$ cat src/rtl/ptw_pkg.sv
package ptw_pkg;
  typedef enum logic [2:0] {
    WS_IDLE,
    WS_RD_DIR,
    WS_WT_DIR,
    WS_RD_TBL,
    WS_WT_TBL,
    WS_DONE
  } walk_state_e;
endpackage

$ cat src/rtl/ptw_entry_decode.sv
module ptw_entry_decode #(
  parameter int AW          = 32,
  parameter int OFF_W       = 12,
  parameter int PRESENT_BIT = 0
) (
  input  logic [AW-1:0]       entry_i,
  output logic [AW-OFF_W-1:0] frame_o,
  output logic                present_o
);
  // low bits other than the present flag are dropped
  assign frame_o   = entry_i[AW-1:OFF_W];
  assign present_o = entry_i[PRESENT_BIT];
endmodule

$ cat src/rtl/ptw_addr_gen.sv
module ptw_addr_gen #(
  parameter int AW          = 32,
  parameter int DIR_W       = 10,
  parameter int TBL_W       = 10,
  parameter int OFF_W       = 12,
  parameter int ENTRY_BYTES = 4
) (
  input  logic [AW-OFF_W-1:0] dir_frame_i,
  input  logic [AW-OFF_W-1:0] tbl_frame_i,
  input  logic [AW-1:0]       lin_i,
  input  logic                sel_tbl_i,
  output logic [AW-1:0]       entry_addr_o
);
  localparam int FRAME_W   = AW - OFF_W;
  localparam int ENT_SHIFT = $clog2(ENTRY_BYTES);
  localparam int LEVELS    = 2;

  logic [FRAME_W-1:0] lvl_frame [LEVELS];
  logic [AW-1:0]      lvl_idx   [LEVELS];
  logic [AW-1:0]      lvl_addr  [LEVELS];

  assign lvl_frame[0] = dir_frame_i;
  assign lvl_frame[1] = tbl_frame_i;
  assign lvl_idx[0]   = AW'(lin_i[AW-1 -: DIR_W]);
  assign lvl_idx[1]   = AW'(lin_i[OFF_W +: TBL_W]);

  for (genvar g = 0; g < LEVELS; g++) begin : g_lvl
    assign lvl_addr[g] = {lvl_frame[g], {OFF_W{1'b0}}} | (lvl_idx[g] << ENT_SHIFT);
  end

  assign entry_addr_o = sel_tbl_i ? lvl_addr[1] : lvl_addr[0];
endmodule

$ cat src/rtl/ptw_ctrl.sv
module ptw_ctrl
  import ptw_pkg::*;
(
  input  logic        clk_i,
  input  logic        rst_ni,
  input  logic        req_valid_i,
  input  logic        mem_gnt_i,
  input  logic        mem_rvalid_i,
  input  logic        present_i,
  output walk_state_e state_o,
  output logic        req_ready_o,
  output logic        accept_o,
  output logic        mem_req_o,
  output logic        sel_tbl_o,
  output logic        dir_take_o,
  output logic        tbl_take_o,
  output logic        done_o
);
  walk_state_e state_q, state_d;

  always_comb begin
    state_d = state_q;
    unique case (state_q)
      WS_IDLE:   if (req_valid_i) state_d = WS_RD_DIR;
      WS_RD_DIR: if (mem_gnt_i) state_d = WS_WT_DIR;
      WS_WT_DIR: if (mem_rvalid_i) state_d = present_i ? WS_RD_TBL : WS_DONE;
      WS_RD_TBL: if (mem_gnt_i) state_d = WS_WT_TBL;
      WS_WT_TBL: if (mem_rvalid_i) state_d = WS_DONE;
      WS_DONE:   state_d = WS_IDLE;
      default:   state_d = WS_IDLE;
    endcase
  end

  always_ff @(posedge clk_i or negedge rst_ni) begin
    if (!rst_ni) state_q <= WS_IDLE;
    else         state_q <= state_d;
  end

  assign state_o     = state_q;
  assign req_ready_o = (state_q == WS_IDLE);
  assign accept_o    = req_ready_o && req_valid_i;
  assign mem_req_o   = (state_q == WS_RD_DIR) || (state_q == WS_RD_TBL);
  assign sel_tbl_o   = (state_q == WS_RD_TBL);
  assign dir_take_o  = (state_q == WS_WT_DIR) && mem_rvalid_i;
  assign tbl_take_o  = (state_q == WS_WT_TBL) && mem_rvalid_i;
  assign done_o      = (state_q == WS_DONE);

  // request held until granted
  p_req_hold_r7: assert property (@(posedge clk_i) disable iff (!rst_ni)
    mem_req_o && !mem_gnt_i |=> mem_req_o);
  // no new request in the cycle after a grant
  p_one_out_r7: assert property (@(posedge clk_i) disable iff (!rst_ni)
    mem_req_o && mem_gnt_i |=> !mem_req_o);
  // single-cycle completion, then ready
  p_done_pulse_r10: assert property (@(posedge clk_i) disable iff (!rst_ni)
    done_o |=> !done_o && req_ready_o);
  // never ready while a read is in flight
  p_busy_r8: assert property (@(posedge clk_i) disable iff (!rst_ni)
    mem_req_o |-> !req_ready_o);
endmodule

$ cat src/rtl/pt_walker.sv
module pt_walker
  import ptw_pkg::*;
#(
  parameter int AW          = 32,
  parameter int DIR_W       = 10,
  parameter int TBL_W       = 10,
  parameter int OFF_W       = 12,
  parameter int ENTRY_BYTES = 4,
  parameter int PRESENT_BIT = 0
) (
  input  logic          clk_i,
  input  logic          rst_ni,
  input  logic          base_we_i,
  input  logic [AW-1:0] base_i,
  input  logic          req_valid_i,
  output logic          req_ready_o,
  input  logic [AW-1:0] req_lin_i,
  output logic          mem_req_o,
  output logic [AW-1:0] mem_addr_o,
  input  logic          mem_gnt_i,
  input  logic          mem_rvalid_i,
  input  logic [AW-1:0] mem_rdata_i,
  output logic          done_o,
  output logic          fault_o,
  output logic [AW-1:0] phys_o,
  output logic [AW-1:0] fault_addr_o
);
  localparam int FRAME_W   = AW - OFF_W;
  localparam int ENT_SHIFT = $clog2(ENTRY_BYTES);

  walk_state_e        state;
  logic               accept, sel_tbl, dir_take, tbl_take;
  logic [FRAME_W-1:0] rd_frame;
  logic               rd_present;

  logic [FRAME_W-1:0] base_frame_q;  // software-visible base
  logic [FRAME_W-1:0] walk_base_q;   // snapshot for current walk
  logic [FRAME_W-1:0] tbl_frame_q;
  logic [AW-1:0]      lin_q;
  logic [AW-1:0]      phys_q;
  logic               fault_q;

  ptw_ctrl u_ctrl (
    .clk_i       (clk_i),
    .rst_ni      (rst_ni),
    .req_valid_i (req_valid_i),
    .mem_gnt_i   (mem_gnt_i),
    .mem_rvalid_i(mem_rvalid_i),
    .present_i   (rd_present),
    .state_o     (state),
    .req_ready_o (req_ready_o),
    .accept_o    (accept),
    .mem_req_o   (mem_req_o),
    .sel_tbl_o   (sel_tbl),
    .dir_take_o  (dir_take),
    .tbl_take_o  (tbl_take),
    .done_o      (done_o)
  );

  ptw_entry_decode #(
    .AW(AW), .OFF_W(OFF_W), .PRESENT_BIT(PRESENT_BIT)
  ) u_dec (
    .entry_i  (mem_rdata_i),
    .frame_o  (rd_frame),
    .present_o(rd_present)
  );

  ptw_addr_gen #(
    .AW(AW), .DIR_W(DIR_W), .TBL_W(TBL_W), .OFF_W(OFF_W), .ENTRY_BYTES(ENTRY_BYTES)
  ) u_agen (
    .dir_frame_i (walk_base_q),
    .tbl_frame_i (tbl_frame_q),
    .lin_i       (lin_q),
    .sel_tbl_i   (sel_tbl),
    .entry_addr_o(mem_addr_o)
  );

  always_ff @(posedge clk_i or negedge rst_ni) begin
    if (!rst_ni) base_frame_q <= '0;
    else if (base_we_i) base_frame_q <= base_i[AW-1:OFF_W];
  end

  always_ff @(posedge clk_i or negedge rst_ni) begin
    if (!rst_ni) begin
      walk_base_q <= '0;
      lin_q       <= '0;
    end else if (accept) begin
      walk_base_q <= base_frame_q;
      lin_q       <= req_lin_i;
    end
  end

  always_ff @(posedge clk_i or negedge rst_ni) begin
    if (!rst_ni) begin
      tbl_frame_q <= '0;
      phys_q      <= '0;
      fault_q     <= 1'b0;
    end else if (accept) begin
      fault_q <= 1'b0;
      phys_q  <= '0;
    end else if (dir_take) begin
      if (rd_present) tbl_frame_q <= rd_frame;
      else            fault_q     <= 1'b1;
    end else if (tbl_take) begin
      if (rd_present) begin
        phys_q  <= {rd_frame, lin_q[OFF_W-1:0]};
        fault_q <= 1'b0;
      end else begin
        phys_q  <= '0;
        fault_q <= 1'b1;
      end
    end
  end

  assign fault_o      = done_o && fault_q;
  assign phys_o       = phys_q;
  assign fault_addr_o = lin_q;

  // first read uses registered base and incoming directory index
  p_dir_addr_r2: assert property (@(posedge clk_i) disable iff (!rst_ni)
    accept |=> mem_req_o &&
      mem_addr_o == {$past(base_frame_q), $past(req_lin_i[AW-1 -: DIR_W]), {ENT_SHIFT{1'b0}}});
  // second read frame comes from the directory entry
  p_tbl_addr_r3: assert property (@(posedge clk_i) disable iff (!rst_ni)
    dir_take && mem_rdata_i[PRESENT_BIT] |=>
      mem_req_o && mem_addr_o[AW-1:OFF_W] == $past(mem_rdata_i[AW-1:OFF_W]));
  // absent directory entry faults without a second read
  p_dir_fault_r5: assert property (@(posedge clk_i) disable iff (!rst_ni)
    dir_take && !mem_rdata_i[PRESENT_BIT] |=> done_o && fault_o && !mem_req_o);
  // successful result
  p_phys_r4: assert property (@(posedge clk_i) disable iff (!rst_ni)
    tbl_take && mem_rdata_i[PRESENT_BIT] |=> done_o && !fault_o &&
      phys_o[AW-1:OFF_W] == $past(mem_rdata_i[AW-1:OFF_W]));
  // absent table entry faults
  p_tbl_fault_r6: assert property (@(posedge clk_i) disable iff (!rst_ni)
    tbl_take && !mem_rdata_i[PRESENT_BIT] |=> done_o && fault_o);
  // address steady while waiting for grant
  p_addr_hold_r7: assert property (@(posedge clk_i) disable iff (!rst_ni)
    mem_req_o && !mem_gnt_i |=> $stable(mem_addr_o));
endmodule

$ cat config.mk
export PLATFORM = sky130hd
export DESIGN_NAME = pt_walker
export DESIGN_NICKNAME = d
export VERILOG_FILES = /design/src/rtl/ptw_pkg.sv /design/src/rtl/ptw_entry_decode.sv /design/src/rtl/ptw_addr_gen.sv /design/src/rtl/ptw_ctrl.sv /design/src/rtl/pt_walker.sv
export SDC_FILE = /design/constraint.sdc
export NUM_CORES = 1
export LEC_CHECK = 0
export BUFFER_PORTS_ARGS = -buffer_cell sky130_fd_sc_hd__buf_2
export CORE_MARGIN = 2
export CORE_UTILIZATION = 27
export CTS_CLUSTER_DIAMETER = 40
export DETAILED_ROUTE_END_ITERATION = 10
export HOLD_SLACK_MARGIN = 0.08
export SYNTH_ARGS = -nofsm -noshare
export SYNTH_HDL_FRONTEND = slang
export SYNTH_HIERARCHICAL = 1
export SYNTH_SLANG_ARGS = --single-unit
$ cat constraint.sdc
create_clock -name clk_i -period 1.75 [get_ports clk_i]
set_input_delay 0 -clock clk_i [delete_from_list [all_inputs] [get_ports clk_i]]
set_output_delay 0 -clock clk_i [all_outputs]
set_load 0.01 [all_outputs]
==> impl_metrics.yaml <==
outcome:
  status: "finished with violations"
  violations: "setup timing"
grt:
  grt_first_pass_wirelength_mm: 24.2
  grt_use_total: 0.142
  antenna_found_initial: 1
  grt_max_degree: 57
  grt_overflow_total: 0
  first_global_vias: 4437
logic_synthesis:
  ys_warn_count: 6
  yosysTopAreaCellShare: 0.553
  synth_area_per_cell_um2: 13.6
  yosys-top-cells-count: "dfrtp_1, mux2_2, mux2_4"
  synthArstFlopShare: 1.00
  synth_mux_area_frac: 0.271
  netlist_instances: 427
  synth_seq_area_share: 0.553
  synthXorXnorAreaFrac: 0
  synth_area_leaders: "dfrtp_1, mux2_2, mux2_4"
  synth_compound_area_frac: 0.0339
  yosysMostFrequentCell: "dfrtp_1"
  ys_types: 29
  synth_edf_count: 0
  netlist_area_mm2: 0.00579
  synth_fa_ha_area_frac: 0
  synth_seq_cells: 128
  synth_top_family_by_area: "multiplexers"
  synth_ff_type: "dfrtp_1"
  synth_simple_gate_area_frac: 0.0745
  yosysTopAreaCell: "dfrtp_1"
die:
  initial_core_util: 0.275
  fp.coreArea_mm2: 0.0210
  row_count: 53
  fp.dieW_um: 150
  die_h_um: 150
  io_pins: 202
  dieArea_mm2: 0.0226
drt:
  vias: 4310
  wl_mm: 17.7
  final_antenna_net_count: 0
  drtPass1Iterations: 4
  avgViaCountPerCell: 4.41
  wire_per_inst_um: 18.1
  drt-initial-drc-count: 202
  remaining_drc_errors: 0
power:
  p_leak_nw: 4.29
  powerDensity_mw_per_mm2: 1670
  ir_drop_uv: 779
timing:
  min_period_over_period: 1.08
  setup_viol_count_final: 50
  setup_ws_ns: -0.132
  final_hold_viol_count: 0
  fin_crit_ns: 1.88
  fin_tns_setup_ns: -4.22
  clock.fmax_mhz: 531
  skew_ns: 0.00741
  slew_viol_final: 0
  relSlewSlack: 0.618
  rsz0062_at_grt: "yes"
  max_slew.worst_pin.slew_ns: 0.573
clock_tree:
  cts_max_level: 4
  cts_sinks: 128
  clock_latency_ns: 0.42
  cts_tree: "built"
  numCtsBuffers: 17
  cts_root_buf: "clkbuf_16"
  clkTransAtPathRegs_ns: 0.06
  clk_path_buf_depth: 2
setup_path:
  slowest_stage: "dfrtp_1"
  path_cells: "buf_6 > nor2b_4 > and2_4 > buf_6 > mux2_4 > buf_6"
  crit_fanout: 7
  cp-end-kind: "output pin"
  crit_type: "flop to output pin"
  arrival_ns: 1.88
  cp-start-kind: "flop"
  cpPeakStageDelay_ns: 0.38
  cp.required_ns: 1.75
  cp_common_cell: "buf_6"
cells_and_area:
  syn_to_final_growth_pct: 56.4
  fin_area_mm2: 0.00905
  final_layout_size_suffix_gt1_frac: 0.571
  layout.nets: 792
  nFillCells: 1921
run:
  drv_cap: 0
place:
  dp_slack_ns: 0.0234
  place_area_mm2: 0.00695
  gp_congestion: 0.762
  dp_hpwl_mm: 9.72
  port_buffers: 176
worst_hold_path:
  hp-class: "input pin to asynchronous set/reset pin"
==> flip-flops by register name, summed over array words and instances (netlist names) <==
name	count
fault_addr_o	32
phys_o	32
base_frame_q	20
tbl_frame_q	20
walk_base_q	20
u_ctrl/state_o	3
fault_q	1
==> logic make-up (layout without fill, tap and decap cells) <==
kind of cell,after synthesis,count (layout)
buffers and inverters,52,326
multiplexers,123,123
AND/OR/NAND/NOR,85,85
other,1,3
flip-flops,128,128
AO/OA/AOI/OAI,38,38
==> routing by layer <==
layer | vias up | part of all wire | routed length, um | track usage
met5 | - | 0 | 0 | 0
met4 | 0 | 0.012 | 208 | 0.0443
met3 | 17 | 0.041 | 727 | 0.0388
met2 | 122 | 0.48 | 8570 | 0.237
met1 | 2186 | 0.46 | 8160 | 0.180
li1 | 1985 | - | - | -
==> timing repair <==
item | 4_1_cts | 5_1_grt
hold buffers | 77 | 0
hold endpoints to repair | 223 | 0
buffers inserted | 8 | 8
endpoints found under the setup margin | 30 | 119
resized for setup | 41 | 42
pin swaps | 2 | 15
gates cloned | 2 | 10
==> layout make-up <==
| type | count | area [um2] | area share |
|---|---|---|---|
| inverter | 1 | 3.75 | 0.000415 |
| clock buffer | 19 | 433 | 0.0478 |
| clock inverter | 12 | 144 | 0.0159 |
| antenna | 1 | 2.50 | 0.000276 |
| timing repair buffer | 294 | 2530 | 0.280 |
| sequential | 128 | 3200 | 0.354 |
| multi-input combinational | 248 | 2390 | 0.264 |
| tap | 275 | 344 | 0.0380 |
==> metrics by stage <==
stage / util / total power [mW] / hold WS (ns) / cells
2_1_floorplan: - / 8.01 / -0.296 / 428
3_3_place_gp: 0.331 / 9.77 / -0.0391 / 844
3_5_place_dp: 0.331 / 9.87 / -0.0385 / 844
4_1_cts: 0.412 / 14.6 / 0.0841 / 962
5_1_grt: 0.431 / 15.9 / 0.103 / 978
6_report: 0.431 / 15.1 / 0.0890 / 978
==> worst paths after layout <==
path,slack [ns],from,end,cells after the start
max,-0.13,u_ctrl/state_o[2],mem_addr_o[22],6
min,0.09,rst_ni,phys_o[21],2
max reg2reg,-0.06,u_ctrl/state_o[2],tbl_frame_q[1],7
min reg2reg,0.51,walk_base_q[19],walk_base_q[19],1
max in group asynchronous,1.04,rst_ni,fault_addr_o[16],3
min in group clk_i,0.21,base_we_i,base_frame_q[2],2
==> placed cells by master (no fill, tap or decap), types with 3 or more instances in the layout <==
cell type,n
mux2_4,64
dlygate4sd3_1,77
nand2_2,6
clkinv_2,6
buf_6,38
dfrtp_1,127
a21oi_1,21
bufinv_16,3
nand3_1,32
buf_12,14
nand2_1,28
clkbuf_16,25
buf_2,146
mux2_2,58
a21oi_2,13
buf_4,9
==> report_power, final <==
group	switching [mW]	internal, mW
clock network	1.33	2.22
logic	2.72	4.09
registers	0.692	4.05
==> worst max-delay path: cells and delay by family, from the launching register on <==
family,cells,cell delay (ns)
buffers and inverters,3,0.42
flip-flops,1,0.38
multiplexers,1,0.32
AND/OR/NAND/NOR,2,0.33
No activity file was read; power rests on OpenSTA's default activity.
